### config.mk
export PLATFORM = sky130hd
export DESIGN_NAME = shalu_top
export DESIGN_NICKNAME = d
export VERILOG_FILES = /design/src/rtl/shalu_pkg.sv /design/src/rtl/shalu_shift.sv /design/src/rtl/shalu_swapext.sv /design/src/rtl/shalu_top.sv
export SDC_FILE = /design/constraint.sdc
export NUM_CORES = 1
export LEC_CHECK = 0
export CORE_ASPECT_RATIO = 0.75
export CORE_UTILIZATION = 58
export CTS_BUF_LIST = sky130_fd_sc_hd__clkbuf_2 sky130_fd_sc_hd__clkbuf_4 sky130_fd_sc_hd__clkbuf_8
export DETAILED_ROUTE_END_ITERATION = 8
export DONT_BUFFER_PORTS = 1
export HOLD_SLACK_MARGIN = 0.03
export PLACE_DENSITY = 0.71
export SYNTH_ARGS = -nofsm -noshare
export SYNTH_HDL_FRONTEND = slang
export SYNTH_SLANG_ARGS = --single-unit
### constraint.sdc
create_clock -name clk_i -period 1 [get_ports clk_i]
set_input_delay 0.15 -clock clk_i [delete_from_list [all_inputs] [get_ports clk_i]]
set_output_delay 0.15 -clock clk_i [all_outputs]
set_load 0.02 [all_outputs]
### src/rtl/shalu_pkg.sv
package shalu_pkg;
  localparam int unsigned DATA_W = 16;
  localparam int unsigned HALF_W = DATA_W / 2;
  localparam int unsigned OP_W   = 3;

  typedef enum logic [OP_W-1:0] {
    OP_RRC  = 3'd0,
    OP_SWAP = 3'd1,
    OP_RRA  = 3'd2,
    OP_SXT  = 3'd3
  } op_e;

  typedef struct packed {
    logic n;
    logic z;
    logic c;
    logic v;
  } flags_t;
endpackage

### src/rtl/shalu_shift.sv
module shalu_shift
  import shalu_pkg::*;
#(
  parameter int unsigned W = DATA_W,
  localparam int unsigned H = W / 2
) (
  input  logic [W-1:0] operand_i,
  input  logic         byte_i,
  input  logic         arith_i,
  input  logic         cin_i,
  output logic [W-1:0] result_o,
  output flags_t       flags_o
);
  logic msb_in;

  always_comb begin
    result_o = '0;
    if (byte_i) begin
      msb_in = arith_i ? operand_i[H-1] : cin_i;
      result_o[H-1:0] = {msb_in, operand_i[H-1:1]};
      flags_o.n = result_o[H-1];
    end else begin
      msb_in = arith_i ? operand_i[W-1] : cin_i;
      result_o = {msb_in, operand_i[W-1:1]};
      flags_o.n = result_o[W-1];
    end
    flags_o.z = (result_o == '0);
    flags_o.c = operand_i[0];
    flags_o.v = 1'b0;
  end
endmodule

### src/rtl/shalu_swapext.sv
module shalu_swapext
  import shalu_pkg::*;
#(
  parameter int unsigned W = DATA_W,
  localparam int unsigned H = W / 2
) (
  input  logic [W-1:0] operand_i,
  input  logic         sxt_i,
  input  flags_t       flags_i,
  output logic [W-1:0] result_o,
  output flags_t       flags_o
);
  always_comb begin
    if (sxt_i) begin
      result_o  = {{H{operand_i[H-1]}}, operand_i[H-1:0]};
      flags_o.n = result_o[W-1];
      flags_o.z = (result_o == '0);
      flags_o.c = ~flags_o.z;
      flags_o.v = 1'b0;
    end else begin
      result_o = {operand_i[H-1:0], operand_i[W-1:H]};
      flags_o  = flags_i;  // swap keeps status
    end
  end
endmodule

### src/rtl/shalu_top.sv
module shalu_top
  import shalu_pkg::*;
(
  input  logic              clk_i,
  input  logic              rst_ni,
  input  logic              start_i,
  input  logic [OP_W-1:0]   op_i,
  input  logic              byte_i,
  input  logic [DATA_W-1:0] operand_i,
  input  logic [3:0]        flags_i,
  output logic [DATA_W-1:0] result_o,
  output logic [3:0]        flags_o,
  output logic              done_o,
  output logic              unsupported_o
);
  flags_t            flg_in, sh_flg, sx_flg, nxt_flg;
  logic [DATA_W-1:0] sh_res, sx_res, nxt_res;
  logic              nxt_unsup;
  op_e               op;

  assign flg_in = flags_t'(flags_i);
  assign op     = op_e'(op_i);

  shalu_shift #(.W(DATA_W)) u_shift (
    .operand_i(operand_i),
    .byte_i   (byte_i),
    .arith_i  (op_i[1]),
    .cin_i    (flg_in.c),
    .result_o (sh_res),
    .flags_o  (sh_flg)
  );

  shalu_swapext #(.W(DATA_W)) u_swapext (
    .operand_i(operand_i),
    .sxt_i    (op_i[1]),
    .flags_i  (flg_in),
    .result_o (sx_res),
    .flags_o  (sx_flg)
  );

  always_comb begin
    nxt_unsup = 1'b0;
    unique case (op)
      OP_RRC, OP_RRA: begin nxt_res = sh_res; nxt_flg = sh_flg; end
      OP_SWAP, OP_SXT: begin nxt_res = sx_res; nxt_flg = sx_flg; end
      default: begin
        nxt_res   = operand_i;
        nxt_flg   = flg_in;
        nxt_unsup = 1'b1;
      end
    endcase
  end

  always_ff @(posedge clk_i or negedge rst_ni) begin
    if (!rst_ni) begin
      result_o      <= '0;
      flags_o       <= '0;
      done_o        <= 1'b0;
      unsupported_o <= 1'b0;
    end else begin
      done_o <= start_i;
      if (start_i) begin
        result_o      <= nxt_res;
        flags_o       <= nxt_flg;
        unsupported_o <= nxt_unsup;
      end
    end
  end

  assert_done_follows_start_R2: assert property (@(posedge clk_i) disable iff (!rst_ni)
    done_o == $past(start_i));
  assert_hold_idle_R2: assert property (@(posedge clk_i) disable iff (!rst_ni)
    !start_i |=> ($stable(result_o) && $stable(flags_o) && $stable(unsupported_o)));
  assert_shift_v_clear_R5: assert property (@(posedge clk_i) disable iff (!rst_ni)
    (start_i && !op_i[2] && !op_i[0]) |=> (!flags_o[0] && flags_o[1] == $past(operand_i[0])));
  assert_swap_flags_kept_R6: assert property (@(posedge clk_i) disable iff (!rst_ni)
    (start_i && op_i == 3'd1) |=> flags_o == $past(flags_i));
  assert_sxt_c_not_z_R7: assert property (@(posedge clk_i) disable iff (!rst_ni)
    (start_i && op_i == 3'd3) |=> (flags_o[1] == !flags_o[2] && !flags_o[0]));
  assert_byte_upper_zero_R8: assert property (@(posedge clk_i) disable iff (!rst_ni)
    (start_i && byte_i && !op_i[2] && !op_i[0]) |=> result_o[DATA_W-1:HALF_W] == '0);
  assert_unsup_pass_R9: assert property (@(posedge clk_i) disable iff (!rst_ni)
    (start_i && op_i[2]) |=> (unsupported_o && result_o == $past(operand_i)
                              && flags_o == $past(flags_i)));
  assert_sup_clear_R9: assert property (@(posedge clk_i) disable iff (!rst_ni)
    (start_i && !op_i[2]) |=> !unsupported_o);
endmodule

==> summary.md, run 1 <==
| Metric | Value |
|---|---|
| Synthesized cell area | `between 1000 and 1500 µm²` |
| H-Tree Depth | `1` |
| RSZ-0062 raised after global routing | `yes` |
| Synth Area per Inst | `~9 µm²` |
| Design area | `around 1800 µm²` |
| CORE AREA | `between 2000 and 2500 µm²` |
| Leakage power | `between 0.7 and 0.8 nW` |
| Primary FF master, synth | `dfrtp_1` |
| Post-Syn Instances | `between 150 and 200` |
| Peak supply drop | `about 1000 µV` |
| Final ANT Viol Nets | `0` |
| Buf/Inv on CP | `1` |
| DP Cell Count | `~210` |
| Count leader, synth | `dfrtp_1` |
| Crit-path max cell delay | `about 0.43 ns` |
| R2r endpoint | `result_o[9]$_DFFE_PN0P_` |
| Worst Reg-to-Reg Cells | `3` |
| Syn-to-layout area delta | `25.24%` |
| Setup_tns | `-0.2910 ns` |
| Hold path startpoint | `start_i` |
| Die Width | `~59 µm` |
| Gr ovfl total | `0` |
| CP delay by family, top | `flip-flops` |
| Boundary Pins | `49` |
| CP Class | `register to output pin` |
| Clock Tree Root | `clkbuf_4` |
| Worst-margin pin slew | `approximately 0.38 ns` |
| Input/output buffers | `0` |
| Vias after detailed routing | `1376` |
| Worst hold path cell count | `0` |
| Total CTS buffers | `3` |
| Hold_ws | `-0.1593 ns` |
| Clock Pin Slew Worst Setup and Hold Paths | `0.13 ns` |
| Post-synth EDFFs | `0` |
| Post-DP Area | `roughly 1600 µm²` |
| Fill cells | `between 150 and 200` |
| Final std cells w/o fill | `between 200 and 250` |
| Seq cells post-synth | `22` |
| R2r setup slk | `about 0.070 ns` |
| Vias in the first global route | `around 1200` |
| Final Skew | `0 ns` |
| Hold endpoint | `done_o$_DFF_PN0_` |
| Sequential area share after synthesis | `a little under two fifths` |
| Pre-Repair DR Iteration Count | `4` |
| Unique masters post-synth | `35` |
| FFs w/ async S/R, synth | `100.0%` |
| Share of the synthesized area in the top cell type | `38.29%` |
| DR iter-0 viols | `between 100 and 150` |
| DR DRC count | `0` |
| Pwr/cell area | `1385 nW/µm²` |
| Total Wirelength | `3964 µm` |
| Max Clock Freq | `roughly 950 MHz` |
| Final setup violation count | `18` |
| Site Rows | `15` |
| Crit path DAT | `about 0.90 ns` |
| CP Launch Type | `register` |
| Slew Limit Headroom | `about 75%` |
| Crit. End Element | `output pin` |
| Fin crit share | `104.9%` |
| GP Congestion | `approximately 0.93` |
| Top post-synthesis cells by area | `dfrtp_1 (38%), mux2_2 (7.0%), o21ai_0 (4.9%), a22oi_1 (4.2%), nor3b_1 (3.7%)` |
| Wire per inst | `18.02 µm` |
| Final Util | `between 70% and 80%` |
| Setup ws final | `-0.04924 ns` |
| CP required | `roughly 0.85 ns` |
| Syn Nets | `191` |
| RR Startpoint | `result_o[9]$_DFFE_PN0P_` |
| Synthesis Warnings | `0` |
| Failing checks | `hold timing, setup timing` |
| Clk Latency, worst-skew pair | `around 0.32 ns` |
| Final HPWL from detailed placement | `2639 µm` |
| Total inserted antenna cells | `0` |
| Hold Crit Class | `input port to register` |
| GRT Util Overall | `31.10%` |
| CTS max path bufs | `2` |
| Final Critical Period | `1.049 ns` |
| Clock Sink Count | `22` |
| Initial antenna violation count | `0` |
| Final net count | `around 210` |
| Yosys top cell by area | `dfrtp_1` |
| Tot Pwr | `roughly 2.5 mW` |
| Status | `finished, violations left` |
| Vias per inst | `approximately 6.3` |
| Fin. Hold Viols | `17` |
| Post-synth top cells | `dfrtp_1 (22), o21ai_0 (14), nor2_1 (12)` |
| TritonCTS clock tree | `done` |
| Final Max Slew Viols | `0` |
| Die footprint | `between 2000 and 3000 µm²` |
| Largest net degree at the start of global routing | `37` |
| First-pass GRT wire length | `roughly 6000 µm` |
| Height of the die | `between 40 and 50 µm` |
| Pre-CTS setup slack | `-0.2761 ns` |
| Fraction of layout instances using a drive strength above 1 | `roughly a quarter` |
| Crit-path cells | `buf_6` |
| Max-Cap Viols | `0` |
| Worst-path maximum fanout | `2` |
| Starting Density | `between 60% and 70%` |
| Slowest cell on the critical path | `dfrtp_1` |
==> layout by cell type (no fill, tap or decap), types with 2 or more instances in the layout <==
| master | count |
|---|---|
| a21oi_1 | 8 |
| mux2_2 | 9 |
| nor2b_1 | 6 |
| nand2b_1 | 5 |
| nand2_1 | 10 |
| o311ai_1 | 3 |
| o22ai_1 | 4 |
| nor3b_1 | 7 |
| inv_1 | 8 |
| a22oi_1 | 8 |
| and2_0 | 2 |
| buf_4 | 10 |
| a31o_1 | 4 |
| nor3_1 | 2 |
| and3_1 | 3 |
| o21ai_1 | 3 |
| nor2_1 | 12 |
| dfrtp_1 | 22 |
| buf_6 | 18 |
| a31oi_1 | 7 |
| o21ai_0 | 11 |
| dlygate4sd3_1 | 2 |
| clkbuf_4 | 3 |
==> per-layer routing <==
metal	up-vias	share of wire (%)	GRT usage, %	wire length, µm
li1	649	-	-	-
met1	629	40	41.41	1569
met2	90	47	49.44	1882
met3	8	12	10.03	458
met4	0	1.3	7.907	53
met5	-	0	0	0
==> power breakdown <==
part	total, mW	leakage [nW]	switching, mW	internal (mW)
logic	0.708	0.457	0.321	0.387
registers	1.09	0.261	0.0948	0.996
clock network	0.696	0.0279	0.290	0.406
==> area by class of cell <==
class | instances | area (µm²) | area share, %
clock buffer | 3 | 22.52 | 1.251
clock inverter | 1 | 30.03 | 1.668
inverter | 8 | 30.03 | 1.668
multi-input combinational | 121 | 807.0 | 44.82
sequential | 22 | 550.5 | 30.58
tap | 34 | 42.54 | 2.363
timing repair buffer | 31 | 317.8 | 17.65
==> kinds of logic after synthesis <==
group,synth area share (%)
AOI/OAI and AO/OA,26.20
DFF,38.29
and+or+nand+nor,22.54
buffers and inverters,5.918
muxes,7.050
==> how the worst max path moves through the flow <==
stage	slack, ns	cells after the start	end	start
after floorplan	-0.20	4	flags_o[1]$_DFFE_PN0P_	operand_i[7]
after global placement	-0.24	4	flags_o[1]$_DFFE_PN0P_	operand_i[7]
after detailed placement	-0.28	4	flags_o[1]$_DFFE_PN0P_	operand_i[7]
after CTS	-0.05	1	flags_o[1]	flags_o[1]$_DFFE_PN0P_
after global routing	-0.08	1	flags_o[1]	flags_o[1]$_DFFE_PN0P_
final	-0.05	1	flags_o[1]	flags_o[1]$_DFFE_PN0P_
==> registers in the layout, indices dropped and copies added (netlist names) <==
| register | flops |
|---|---|
| unsupported_o | 1 |
| flags_o | 4 |
| done_o | 1 |
| result_o | 16 |
==> what timing repair did <==
| action | CTS | global route |
|---|---|---|
| hold buffers | 1 | 2 |
| pin swaps | 0 | 0 |
| buffers inserted | 2 | 2 |
| gates cloned | 0 | 0 |
| hold endpoints to repair | 44 | 43 |
| resized for setup | 18 | 0 |
| endpoints found under the setup margin | 18 | 18 |
Note: power is estimated with default switching activity, not from simulation.
==> run 2: changes to the inputs <==
Settings changed: RECOVER_POWER from default to 25.
==> run 2 against run 1 <==
Hold slack about the same; the flow still finishes with violations (hold timing, setup timing); non-clock buffer count did not move; clock-buffer cell count unchanged.
==> summary.md, run 2 (synthesis gave the netlist of run 1 again) <==
| Metric | Value |
|---|---|
| DR iter-0 viols | `112 (was 117)` |
| Switching Fraction | `28.35% (was 28.31%)` |
| CP Launch Type | `register (unchanged)` |
| Pwr/cell area | `1393 nW/µm² (was 1385 nW/µm²)` |
| Setup ws final | `-0.04807 ns (was -0.04924 ns)` |
| Syn-to-layout area delta | `24.19% (was 25.24%)` |
| Worst hold path cell count | `0 (unchanged)` |
| Met2 GRT Util | `49.44% (unchanged)` |
| Die footprint | `2684 µm² (unchanged)` |
| Fraction of layout instances using a drive strength above 1 | `25.27% (unchanged)` |
| Largest reg by FF count | `result_o (unchanged)` |
| Post-DP Area | `1610 µm² (unchanged)` |
| Input/output buffers | `0 (unchanged)` |
| Final Skew | `0 ns (unchanged)` |
| Clock Tree Root | `clkbuf_4 (unchanged)` |
| Most frequent cells in the layout | `dfrtp_1 (22), buf_6 (18), nor2_1 (12) (unchanged)` |
| Failing checks | `hold timing, setup timing (unchanged)` |
| Gr busiest metal | `met2 (unchanged)` |
| Peak supply drop | `1038 µV (unchanged)` |
| H-Tree Depth | `1 (unchanged)` |
| Met3 Use GR | `10.03% (unchanged)` |
| CP delay by family, top | `flip-flops (unchanged)` |
| Height of the die | `45.12 µm (unchanged)` |
| Fin crit share | `104.8% (was 104.9%)` |
| GRT Util Overall | `31.10% (unchanged)` |
| Design area | `1785 µm² (was 1800 µm²)` |
| Tot Pwr | `2.487 mW (was 2.494 mW)` |
| Initial antenna violation count | `0 (unchanged)` |
| Cell depth of the worst setup path | `1 (unchanged)` |
| Wire per inst | `18.05 µm (was 18.02 µm)` |
| Final Util | `76.72% (was 77.37%)` |
| Worst-margin pin slew | `0.5527 ns (was 0.3764 ns)` |
| Final setup violation count | `18 (unchanged)` |
| Largest net degree at the start of global routing | `37 (unchanged)` |
| Worst-path maximum fanout | `2 (unchanged)` |
| Worst Reg-to-Reg Cells | `3 (unchanged)` |
| Final ANT Viol Nets | `0 (unchanged)` |
| Comb pwr share | `28.2% (was 28.4%)` |
| Setup_tns | `-0.2874 ns (was -0.2910 ns)` |
| DR DRC count | `0 (unchanged)` |
| Clk Latency, worst-skew pair | `0.32 ns (about the same)` |
| RSZ-0062 raised after global routing | `yes (unchanged)` |
| Hold Crit Class | `input port to register (unchanged)` |
| GR Layer Usage met1 | `41.41% (unchanged)` |
| Buf/Inv on CP | `1 (unchanged)` |
| Crit path DAT | `0.90 ns (about the same)` |
| Total CTS buffers | `3 (unchanged)` |
| Max reg flops | `16 (unchanged)` |
| Fin. Hold Viols | `17 (unchanged)` |
| Gr ovfl total | `0 (unchanged)` |
| Top Registers | `result_o x16, flags_o x4 (unchanged)` |
| Final net count | `214 (unchanged)` |
| Sequential share of power | `43.8% (was 43.7%)` |
| Clock Sink Count | `22 (unchanged)` |
| Vias in the first global route | `1220 (unchanged)` |
| Internal | `1.782 mW (was 1.788 mW)` |
| Starting Density | `61.77% (unchanged)` |
| Max Clock Freq | `954.1 MHz (was 953.1 MHz)` |
| TritonCTS clock tree | `done (unchanged)` |
| Vias per inst | `6.255 (unchanged)` |
| Leakage power | `0.7408 nW (was 0.7461 nW)` |
| Vias after detailed routing | `1376 (unchanged)` |
| Final HPWL from detailed placement | `2639 µm (unchanged)` |
| Hold_ws | `-0.1593 ns (about the same)` |
| Final Critical Period | `1.048 ns (was 1.049 ns)` |
| CTS max path bufs | `2 (unchanged)` |
| Crit-path max cell delay | `0.43 ns (about the same)` |
| Crit-path cells | `buf_6 (unchanged)` |
| Total Wirelength | `3971 µm (was 3964 µm)` |
| CORE AREA | `2327 µm² (unchanged)` |
| GP Congestion | `0.9333 (unchanged)` |
| Commonest non-fill, non-tap cell in the layout | `dfrtp_1 (unchanged)` |
| Max-Cap Viols | `0 (unchanged)` |
| Site Rows | `15 (unchanged)` |
| Pre-Repair DR Iteration Count | `4 (unchanged)` |
| Crit. End Element | `output pin (unchanged)` |
| CP required | `0.85 ns (about the same)` |
| Total inserted antenna cells | `0 (unchanged)` |
| Net switching power | `0.7051 mW (was 0.7061 mW)` |
| Slowest cell on the critical path | `dfrtp_1 (unchanged)` |
| Clock network power share | `28.0% (was 27.9%)` |
| Die Width | `59.49 µm (unchanged)` |
| First-pass GRT wire length | `6065 µm (unchanged)` |
| Final Max Slew Viols | `0 (unchanged)` |
| CP Class | `register to output pin (unchanged)` |
| Clock Pin Slew Worst Setup and Hold Paths | `0.13 ns (about the same)` |
| Status | `finished, violations left (unchanged)` |
| Boundary Pins | `49 (unchanged)` |
| Slew Limit Headroom | `63.16% (was 74.59%)` |
[run 2: cell count changes in the layout (fill, tap and decap cells not counted), sizes merged]
cell / previous run / this run
clkbuf: 3 / 4
buf: 29 / 28
[run 2: final timing paths]
check                                   startpoint                       end  slack [ns]
hold / removal                             start_i          done_o$_DFF_PN0_       -0.16
hold reg to reg            result_o[0]$_DFFE_PN0P_   result_o[0]$_DFFE_PN0P_        0.55
min in group asynchronous                   rst_ni    flags_o[0]$_DFFE_PN0P_        0.34
setup / recovery            flags_o[1]$_DFFE_PN0P_                flags_o[1]       -0.05
setup reg to reg           result_o[9]$_DFFE_PN0P_   result_o[9]$_DFFE_PN0P_        0.07
max in group asynchronous                   rst_ni  result_o[13]$_DFFE_PN0P_        0.28
[run 2: area by class of cell]
cell class / count / area, µm²
well taps: 34 / 42.54
clock buffers: 3 / 22.52
flip-flops and latches: 22 / 550.5
clock inverters: 1 / 30.03
fillers: 192 / 541.8
multi-input cells: 121 / 807.0
inverters: 8 / 30.03
repair buffers: 31 / 302.8
[run 2: power groups by stage]
stage | sequential (mW) | clock (mW) | combinational [mW]
global placement | 1.08 | 0 | 0.572
finish | 1.09 | 0.696 | 0.701
global route | 1.10 | 0.732 | 0.748
floorplan | 1.20 | 0 | 0.336
CTS | 1.09 | 0.704 | 0.658
detailed placement | 1.09 | 0 | 0.581
[run 2: what timing repair did]
item	4_1_cts	5_1_grt
hold endpoints to repair	44	43
setup endpoints to repair	18	18
hold buffers	1	2
resized for setup	18	0
setup buffers	2	2
[run 2: stage by stage]
step / instances / hold WS, ns / setup WS [ns]
2_1_floorplan: 164 / -0.1456 / -0.2007
3_3_place_gp: 209 / -0.1451 / -0.2448
3_5_place_dp: 209 / -0.1451 / -0.2761
4_1_cts: 216 / -0.5034 / -0.05223
5_1_grt: 220 / -0.1767 / -0.07860
6_report: 220 / -0.1593 / -0.04807
[run 2: per-layer routing]
metal,routed length [µm],vias up
li1,-,649
met2,1891,90
met1,1574,629
met3,451,8
met5,0,-
met4,53,0
